==> src/rtl/tw_loader_pkg.sv <==
// Shared constants and address decode for the three-wire display loader.
// Assumes the address field is fixed at 3 bits and that the planes take
// codes 1..PLANES while the brightness word takes code 4.
package tw_loader_pkg;

    localparam int unsigned ADDR_W = 3;
    localparam int unsigned PLANES = 3;
    localparam logic [ADDR_W-1:0] ADR_DIM = 3'd4;

    typedef enum logic [1:0] {
        TGT_NONE  = 2'd0,
        TGT_PLANE = 2'd1,
        TGT_DIM   = 2'd2
    } tgt_e;

    // Classifies an address code by the kind of register it names.
    function automatic tgt_e target_of(input logic [ADDR_W-1:0] code);
        if (code != '0 && code <= ADDR_W'(PLANES)) begin
            return TGT_PLANE;
        end else if (code == ADR_DIM) begin
            return TGT_DIM;
        end else begin
            return TGT_NONE;
        end
    endfunction

endpackage

==> src/rtl/tw_pin_sync.sv <==
// Multi-stage synchroniser for a bundle of asynchronous host pins.
// Assumes each bit is independent. Bits sent together with setup margin
// keep their mutual order because every bit sees the same latency.
module tw_pin_sync #(
    parameter int unsigned WIDTH  = 3,
    parameter int unsigned STAGES = 2
) (
    input  logic             clk,
    input  logic             rst_n,
    input  logic [WIDTH-1:0] async_i,
    output logic [WIDTH-1:0] sync_o
);

    logic [STAGES-1:0][WIDTH-1:0] chain_q;

    // Shift the raw pins through the stage chain, cleared on reset.
    always_ff @(posedge clk) begin
        if (!rst_n) begin
            chain_q <= '0;
        end else begin
            chain_q[0] <= async_i;
            for (int s = 1; s < STAGES; s++) begin
                chain_q[s] <= chain_q[s-1];
            end
        end
    end

    assign sync_o = chain_q[STAGES-1];

endmodule

==> src/rtl/tw_frame_shifter.sv <==
// Frame receiver: detects shift-clock rises and select falls in the system
// domain, shifts address then payload bits, counts them, and on the select
// fall issues a one-cycle write request if the length suits the address.
// Assumes DIM_W < SEG_W and that the inputs are already synchronised.
module tw_frame_shifter
    import tw_loader_pkg::*;
#(
    parameter int unsigned SEG_W = 56,
    parameter int unsigned DIM_W = 10
) (
    input  logic              clk,
    input  logic              rst_n,
    input  logic              cs_s,
    input  logic              sclk_s,
    input  logic              dat_s,
    output logic              wr_en,
    output logic [ADDR_W-1:0] wr_addr,
    output logic [SEG_W-1:0]  wr_data
);

    localparam int unsigned SEG_FRAME = ADDR_W + SEG_W;
    localparam int unsigned DIM_FRAME = ADDR_W + DIM_W;
    localparam int unsigned CNT_MAX   = SEG_FRAME + 1;
    localparam int unsigned CNT_W     = $clog2(CNT_MAX + 1);

    logic              cs_q;
    logic              sclk_q;
    logic              sclk_rise;
    logic              cs_fall;
    logic [CNT_W-1:0]  cnt_q;
    logic [ADDR_W-1:0] addr_q;
    logic [SEG_W-1:0]  data_q;
    logic              len_ok;

    // Hold the previous synchronised levels for edge detection.
    always_ff @(posedge clk) begin
        if (!rst_n) begin
            cs_q   <= 1'b0;
            sclk_q <= 1'b0;
        end else begin
            cs_q   <= cs_s;
            sclk_q <= sclk_s;
        end
    end

    assign sclk_rise = sclk_s & ~sclk_q;
    assign cs_fall   = cs_q & ~cs_s;

    // Shift address bits first, then payload bits, and count them (saturating).
    always_ff @(posedge clk) begin
        if (!rst_n || !cs_s) begin
            cnt_q  <= '0;
            addr_q <= '0;
            data_q <= '0;
        end else if (sclk_rise) begin
            if (cnt_q < CNT_W'(ADDR_W)) begin
                addr_q <= {addr_q[ADDR_W-2:0], dat_s};
            end else begin
                data_q <= {data_q[SEG_W-2:0], dat_s};
            end
            if (cnt_q != CNT_W'(CNT_MAX)) begin
                cnt_q <= cnt_q + 1'b1;
            end
        end
    end

    // Decide whether the bit count matches the kind of register addressed.
    always_comb begin
        unique case (target_of(addr_q))
            TGT_PLANE: len_ok = (cnt_q == CNT_W'(SEG_FRAME));
            TGT_DIM:   len_ok = (cnt_q == CNT_W'(DIM_FRAME));
            default:   len_ok = 1'b0;
        endcase
    end

    // Register a single-cycle write request when a frame closes.
    always_ff @(posedge clk) begin
        if (!rst_n) begin
            wr_en   <= 1'b0;
            wr_addr <= '0;
            wr_data <= '0;
        end else begin
            wr_en <= cs_fall && len_ok;
            if (cs_fall) begin
                wr_addr <= addr_q;
                wr_data <= data_q;
            end
        end
    end

    // the bit counter never passes its saturation value.
    a_r6_count_cap: assert property (@(posedge clk) disable iff (!rst_n)
        cnt_q <= CNT_W'(CNT_MAX));

    // a write request only follows a select fall.
    a_r5_write_after_fall: assert property (@(posedge clk) disable iff (!rst_n)
        wr_en |-> $past(cs_fall));

    // with select low the frame state is empty next cycle.
    a_r8_idle_empty: assert property (@(posedge clk) disable iff (!rst_n)
        !cs_s |=> (cnt_q == '0 && addr_q == '0));

endmodule

==> src/rtl/tw_latch_bank.sv <==
// Register bank: three segment image planes and one brightness word,
// each loaded from a write request whose address selects it.
// Assumes the request is already length-checked and lasts one cycle.
module tw_latch_bank
    import tw_loader_pkg::*;
#(
    parameter int unsigned SEG_W = 56,
    parameter int unsigned DIM_W = 10
) (
    input  logic                         clk,
    input  logic                         rst_n,
    input  logic                         wr_en,
    input  logic [ADDR_W-1:0]            wr_addr,
    input  logic [SEG_W-1:0]             wr_data,
    output logic [PLANES-1:0][SEG_W-1:0] plane_o,
    output logic [DIM_W-1:0]             dim_o
);

    logic [PLANES-1:0] plane_we;
    logic              dim_we;

    // Per-plane write enables from the address code.
    for (genvar p = 0; p < PLANES; p++) begin : g_we
        assign plane_we[p] = wr_en && (wr_addr == ADDR_W'(p + 1));
    end
    assign dim_we = wr_en && (wr_addr == ADR_DIM);

    // Load the addressed image plane, clear all on reset.
    always_ff @(posedge clk) begin
        if (!rst_n) begin
            plane_o <= '0;
        end else begin
            for (int p = 0; p < PLANES; p++) begin
                if (plane_we[p]) begin
                    plane_o[p] <= wr_data;
                end
            end
        end
    end

    // Load the brightness word from the low payload bits.
    always_ff @(posedge clk) begin
        if (!rst_n) begin
            dim_o <= '0;
        end else if (dim_we) begin
            dim_o <= wr_data[DIM_W-1:0];
        end
    end

    // the first cycle out of reset sees cleared registers.
    a_r1_reset_clear: assert property (@(posedge clk) disable iff (!rst_n)
        $rose(rst_n) |-> (plane_o == '0 && dim_o == '0));

    // without a write request nothing changes.
    a_r5_hold_without_write: assert property (@(posedge clk) disable iff (!rst_n)
        !wr_en |=> ($stable(plane_o) && $stable(dim_o)));

    // a request for an unused code changes nothing.
    a_r7_unused_code: assert property (@(posedge clk) disable iff (!rst_n)
        (wr_en && target_of(wr_addr) == TGT_NONE) |=> ($stable(plane_o) && $stable(dim_o)));

endmodule

==> src/rtl/tw_disp_loader.sv <==
// Top of the three-wire addressed display loader: synchronises the host
// pins, receives and checks frames, and holds the display registers.
// Assumes the host keeps each line level for a few system clocks.
module tw_disp_loader
    import tw_loader_pkg::*;
#(
    parameter int unsigned SEG_W       = 56,
    parameter int unsigned DIM_W       = 10,
    parameter int unsigned SYNC_STAGES = 2
) (
    input  logic             clk,
    input  logic             rst_n,
    input  logic             ser_cs,
    input  logic             ser_clk,
    input  logic             ser_dat,
    output logic [SEG_W-1:0] seg_plane1,
    output logic [SEG_W-1:0] seg_plane2,
    output logic [SEG_W-1:0] seg_plane3,
    output logic [DIM_W-1:0] dim_level
);

    logic [2:0]                   pins_s;
    logic                         wr_en;
    logic [ADDR_W-1:0]            wr_addr;
    logic [SEG_W-1:0]             wr_data;
    logic [PLANES-1:0][SEG_W-1:0] planes;

    tw_pin_sync #(
        .WIDTH  (3),
        .STAGES (SYNC_STAGES)
    ) u_sync (
        .clk     (clk),
        .rst_n   (rst_n),
        .async_i ({ser_dat, ser_clk, ser_cs}),
        .sync_o  (pins_s)
    );

    tw_frame_shifter #(
        .SEG_W (SEG_W),
        .DIM_W (DIM_W)
    ) u_shift (
        .clk     (clk),
        .rst_n   (rst_n),
        .cs_s    (pins_s[0]),
        .sclk_s  (pins_s[1]),
        .dat_s   (pins_s[2]),
        .wr_en   (wr_en),
        .wr_addr (wr_addr),
        .wr_data (wr_data)
    );

    tw_latch_bank #(
        .SEG_W (SEG_W),
        .DIM_W (DIM_W)
    ) u_bank (
        .clk     (clk),
        .rst_n   (rst_n),
        .wr_en   (wr_en),
        .wr_addr (wr_addr),
        .wr_data (wr_data),
        .plane_o (planes),
        .dim_o   (dim_level)
    );

    assign seg_plane1 = planes[0];
    assign seg_plane2 = planes[1];
    assign seg_plane3 = planes[2];

endmodule

==> config.mk <==
export PLATFORM = sky130hd
export DESIGN_NAME = tw_disp_loader
export DESIGN_NICKNAME = d
export VERILOG_FILES = /design/src/rtl/tw_loader_pkg.sv /design/src/rtl/tw_pin_sync.sv /design/src/rtl/tw_frame_shifter.sv /design/src/rtl/tw_latch_bank.sv /design/src/rtl/tw_disp_loader.sv
export SDC_FILE = /design/constraint.sdc
export NUM_CORES = 1
export LEC_CHECK = 0
export ABC_AREA = 1
export BUFFER_PORTS_ARGS = -buffer_cell sky130_fd_sc_hd__buf_4
export CAP_MARGIN = 20
export CORE_ASPECT_RATIO = 0.75
export CORE_MARGIN = 3
export CORE_UTILIZATION = 56
export DETAILED_ROUTE_END_ITERATION = 10
export PLACE_DENSITY = 0.9
export SYNTH_ARGS = -nofsm -noshare
export SYNTH_HDL_FRONTEND = slang
export SYNTH_HIERARCHICAL = 1
export SYNTH_SLANG_ARGS = --single-unit
==> constraint.sdc <==
create_clock -name clk -period 1.9 [get_ports clk]
set_clock_uncertainty 0.1 [all_clocks]
set_input_delay 0.475 -clock clk [delete_from_list [all_inputs] [get_ports clk]]
set_output_delay 0.475 -clock clk [all_outputs]
set_load 0.01 [all_outputs]
# Word-level counts from Yosys, hierarchy flattened
# Cells that the tools add are included.
# word_totals
reg_bits	311
inputBits	5
out_inout_bits	178
wordCells	48
# classes
add_sub_neg	1
magnitude_cmp	2
eq_ne	10
n_mux	3
bitwise_logic	5
n_reduce_logical	13
# ops
cell	count
6-bit by 1-bit adder with 6-bit output (second input constant)	1
3-bit by 2-bit equality test with 1-bit output (second input constant)	2
3-bit equality test (second input constant)	2
6-bit by 4-bit equality test with 1-bit output (second input constant)	1
6-bit equality test (second input constant)	1
1-bit logical AND	6
6-bit by 2-bit < comparator with 1-bit output (second input constant)	1
6-bit != test (second input constant)	1
2-bit AND reduction	3
2-bit 2-to-1 mux	2
3-bit by 1-bit equality test with 1-bit output (second input constant)	1
3-bit by 2-bit <= comparator with 1-bit output (second input constant)	1
1-bit NOT	3
3-bit nonzero test	1
1-bit bitwise AND	2
2-bit by 1-bit equality test with 1-bit output (second input constant)	1
2-bit equality test (second input constant)	1
1-bit logical NOT	2
1-bit case mux with 2 select lines	1
1-bit logical OR	1

# Longest topological paths before layout
# depth
depth_word	6
depth_mapped	9
ltp_nobuf	8

# Modules after synthesis
# Netlist, hierarchy kept.
# modules_own_cells
module	n_inst	cells_each	area_each_um2	seq_area_each_um2
tw_latch_bank	1	1042	7220.7	3563.4
tw_frame_shifter	1	587	4609.4	2542.4
tw_pin_sync	1	21	187.7	120.1

# Worst setup path before layout
# Ideal clock, no wire load.
# synth_path
path_type	register to register
startpoint	register u_shift.cnt_q[0]
endpoint	register u_shift.data_q[0]
setup_time_ps	116
t_arrival_ps	1221
required_ps	1684
slack_ps	464
path_stages_with_launch	10
n_path_buf	2
synth_period_minus_slack_ps	1436
path_cell_list	dfxtp_1 > ha_1 > inv_1 > nand3_2 > nand2_2 > inv_2 > buf_8 > buf_6 > nor2_1 > nor2_1
# synth_via
elab_chain_len	3
# synth_rtl
element	line_no	rtl
from (decl)	tw_frame_shifter.sv:30	logic [CNT_W-1:0] cnt_q;
from (signal assigned)	tw_frame_shifter.sv:62	cnt_q <= cnt_q + 1'b1;
6-bit by 2-bit < comparator with 1-bit output	tw_frame_shifter.sv:56	if (cnt_q < CNT_W'(ADDR_W)) begin
1-bit NOT (no line)	n/a	
2-bit AND reduction (no line)	n/a	
to (signal assigned)	tw_frame_shifter.sv:59	data_q <= {data_q[SEG_W-2:0], dat_s};
to (decl)	tw_frame_shifter.sv:32	logic [SEG_W-1:0] data_q;
# No other way between the ends.
# A chain may end at the register's enable or synchronous reset.

# Worst setup path in the final report
# layout_path
startpoint	register u_shift.cnt_q[0]
endpoint	register u_shift.data_q[34]
# The elaborated chain is that of the path after synthesis.

==> flow_summary.rst <==
.. list-table::
   :header-rows: 1

   * - Metric
     - Value
   * - Status
     - finished clean
   * - Post-Synthesis Mean Instance Area
     - 7.284 um2
   * - Number of optimization iterations in the first detailed-route pass
     - 7
   * - Total clock sinks
     - 311
   * - IR Drop Worst-Case VDD
     - 612.8 uV
   * - Peak Freq
     - about 590 MHz
   * - Max_slew headroom
     - 33.34%
   * - Category of the worst setup path capture point
     - register
   * - Clock-pin slew of the registers on the worst-case setup and hold paths
     - ~0.06 ns
   * - Distinct cell type count of the synthesized netlist
     - 25
   * - CTS Hold Buffers Added
     - 0
   * - Initial standard-cell utilization of the core
     - 58.16%
   * - Top cells by area in the synthesized netlist
     - sky130_fd_sc_hd__dfxtp_1, sky130_fd_sc_hd__nor2_1, sky130_fd_sc_hd__nand3_1
   * - Deepest clock path buffer count
     - 3
   * - Net Count, Synth
     - around 1700
   * - Post CTS Setup Buffer Count
     - 0
   * - Num rows
     - 45
   * - Routed wire length
     - roughly 30000 um
   * - Leakage power total
     - 6.138 nW
   * - Total GRT Usage
     - between 20 and 25%
   * - Maxcap violations
     - 0
   * - Clock buffers created by TritonCTS
     - 28
   * - Remaining global-route overflow
     - 0
   * - CTS H-tree lvls
     - 1
   * - Number of I/O port buffers
     - 182
   * - Maximum number of pins on one net before global-route repair
     - 103
   * - Final number of setup-violating endpoints
     - 0
   * - Detailed-route via count
     - ~11000
   * - Share of the yosys chip area belonging to registers
     - between 50% and 60%
   * - Share of layout cells above drive strength 1
     - 15.64%
   * - Number of nets still failing antenna checks after routing
     - 0
   * - Setup TNS
     - 0 ns
   * - Number of hold violations in the final report
     - 0
   * - Placed cells
     - 2023
   * - Number of I/O pins
     - 183
   * - Area share of the leading cell type in the synthesized netlist
     - between 50% and 60%
   * - Pwr per Cell Area
     - 887.2 nW/um2
   * - Via count of the first global-routing pass
     - 9977
   * - Cell accounting for the most synthesized area
     - sky130_fd_sc_hd__dfxtp_1
   * - Weighted congestion at the end of routability-driven global placement
     - about 0.86
   * - Grt peak-use layer
     - met2
   * - Class of the most critical hold timing path
     - in2reg
   * - Fin. max-slew vios
     - 0
   * - Die extent in x
     - 175.2 um
   * - Routing usage on met3
     - 5.020%
   * - Fillers
     - 1645
   * - Area used by multi-input combinational logic
     - 4798 um2
   * - Placed cell areas
     - roughly 13000 um2
   * - Routing usage on met1
     - 34.96%
   * - Initial antenna violation count
     - 0
   * - Setup repair after global routing missed its margin
     - no
   * - Maximum fanout along the worst path
     - 38
   * - Met2 track utilization from global routing
     - between 30% and 40%
   * - Post-DR wirelength/cell
     - 14.62 um
   * - TritonCTS clock tree
     - built
   * - DPL Wire Length
     - 18870 um
   * - Number of synthesized register bits
     - 311
   * - Post-layout nets
     - 1778
   * - Vias per Instance
     - 5.327
   * - Startpoint class of the critical path
     - register
   * - Antenna diode count
     - 0
   * - Crit path arrival time
     - 2.06 ns
   * - Post-Route Hold Slack
     - 0.02533 ns
   * - Die area
     - 23270 um2
   * - Sequential cell area
     - 6226 um2
   * - Skew-Pair Late Insertion Delay
     - 0.54 ns
   * - First-pass GRT wire length
     - 49060 um
   * - Non-Filler Cell Area, Final
     - 14300 um2
   * - Warning count from the yosys run
     - 6
   * - Min cycle time layout
     - 1.699 ns
   * - Finished Layout Cells
     - 2072
   * - Buffer type at the clock tree root
     - sky130_fd_sc_hd__clkbuf_16
   * - Critical path type
     - reg2reg
   * - Cell area after technology mapping
     - 12020 um2
   * - Final clock period utilization by the worst path
     - just under 90%
   * - Core area
     - 20660 um2
   * - Post-route DRC violation count
     - 0
   * - Cells after synthesis
     - 1650
   * - Worst-Margin Slew
     - approximately 1.0 ns
   * - Starting DRC count in detailed routing
     - 1282
   * - Worst endpoint required time
     - 2.26 ns
   * - Die Height
     - between 100 and 150 um
   * - Layout overhead on the synthesized area
     - 18.99%
[logic make-up after synthesis]
family	Yosys count	share of synthesized area, %
AND/OR/NAND/NOR	993	33.34
XOR/XNOR	1	0.07289
flip-flops	311	51.81
buffers and inverters	201	8.641
AO/OA/AOI/OAI	142	5.934
adder cells (fa/ha/maj)	2	0.2082
[cell usage in the layout (no fill, tap or decap), types with 2 or more instances in the layout]
cell	Yosys	final
sky130_fd_sc_hd__clkbuf_8	0	7
sky130_fd_sc_hd__clkinv_2	0	7
sky130_fd_sc_hd__dfxtp_1	311	311
sky130_fd_sc_hd__buf_4	34	198
sky130_fd_sc_hd__clkbuf_16	0	29
sky130_fd_sc_hd__o21ai_1	8	8
sky130_fd_sc_hd__nor2_2	14	11
sky130_fd_sc_hd__nand2_1	205	205
sky130_fd_sc_hd__clkbuf_1	29	3
sky130_fd_sc_hd__buf_6	12	2
sky130_fd_sc_hd__nand2_2	3	3
sky130_fd_sc_hd__nor2_4	0	7
sky130_fd_sc_hd__ha_1	2	2
sky130_fd_sc_hd__buf_12	1	8
sky130_fd_sc_hd__inv_2	3	3
sky130_fd_sc_hd__a21oi_1	18	18
sky130_fd_sc_hd__nand3_1	181	181
sky130_fd_sc_hd__o21ai_0	115	115
sky130_fd_sc_hd__nor2_1	587	583
sky130_fd_sc_hd__inv_1	81	79
sky130_fd_sc_hd__bufinv_16	0	2
[sequential cells by signal (all words and copies together), names as in the netlist]
signal and cells:
u_shift/sclk_q 1, u_shift/data_q 56, u_shift/cnt_q 6, u_shift/addr_q 3
u_shift/wr_data 56, u_sync/sync_o 3, u_bank/plane_o 168, u_shift/wr_en 1
u_bank/dim_o 10, u_shift/cs_q 1, u_shift/wr_addr 3, u_sync/chain_q 3
[routing by layer]
metal / part of all wire (%) / vias to the layer above
met5: 0 / -
li1: - / 5373
met2: 46 / 486
met3: 9.1 / 49
met1: 43 / 5130
met4: 1.9 / 0
[worst max-delay path, cell delays in order, from the launching register on]
cell                      delay [ns]
sky130_fd_sc_hd__dfxtp_1        0.40
sky130_fd_sc_hd__ha_1           0.19
sky130_fd_sc_hd__inv_1          0.08
sky130_fd_sc_hd__nand3_2        0.10
sky130_fd_sc_hd__nand2_2        0.08
sky130_fd_sc_hd__inv_4          0.23
sky130_fd_sc_hd__buf_12         0.24
sky130_fd_sc_hd__nor2_1         0.09
sky130_fd_sc_hd__nor2_1         0.12
[cell usage after synthesis (all sizes together)]
cell / count
nand3: 182
nor2: 601
o21bai: 1
a21oi: 18
xor2: 1
o21ai: 123
clkbuf: 30
nand4: 1
nor3: 1
buf: 87
ha: 2
dfxtp: 311
nand2: 208
inv: 84
[final timing paths]
| check | cells past startpoint | from | slack, ns | to |
|---|---|---|---|---|
| worst max-delay path | 8 | u_shift/cnt_q[0] | 0.20 | u_shift/data_q[34] |
| worst min-delay path | 3 | ser_cs | 0.03 | u_sync/chain_q[0] |
| worst max register to register | 8 | u_shift/cnt_q[0] | 0.20 | u_shift/data_q[34] |
| worst min register to register | 2 | u_sync/chain_q[1] | 0.31 | u_sync/sync_o[1] |
[where the power goes]
group / leakage, nW / internal (mW) / switching [mW]
clock network: 0.467 / 3.32 / 2.38
logic: 3.16 / 0.113 / 0.284
registers: 2.51 / 6.57 / 0.0265
total: 6.14 / 9.99 / 2.69
[what timing repair did]
action	CTS	global route
endpoints found under the hold margin	0	0
setup endpoints to repair	0	25
gates resized for setup	0	3
[per-stage QoR]
stage	util (%)	power, mW	setup WS, ns
5_1_grt	69.20	13.07	0.06530
3_3_place_gp	64.64	7.114	0.2440
4_1_cts	69.17	12.74	0.1177
3_5_place_dp	64.64	7.123	0.1309
2_1_floorplan	-	7.026	0.4636
6_report	69.20	12.69	0.2009
[cell type report]
type	count	area share, %
flip-flops and latches	311	43.54
multi-input cells	1138	33.55
repair buffers	208	11.67
clock buffers	39	5.827
well taps	282	2.467
inverters	84	2.222
clock inverters	10	0.7175
Note: power is estimated with default switching activity, not from simulation.
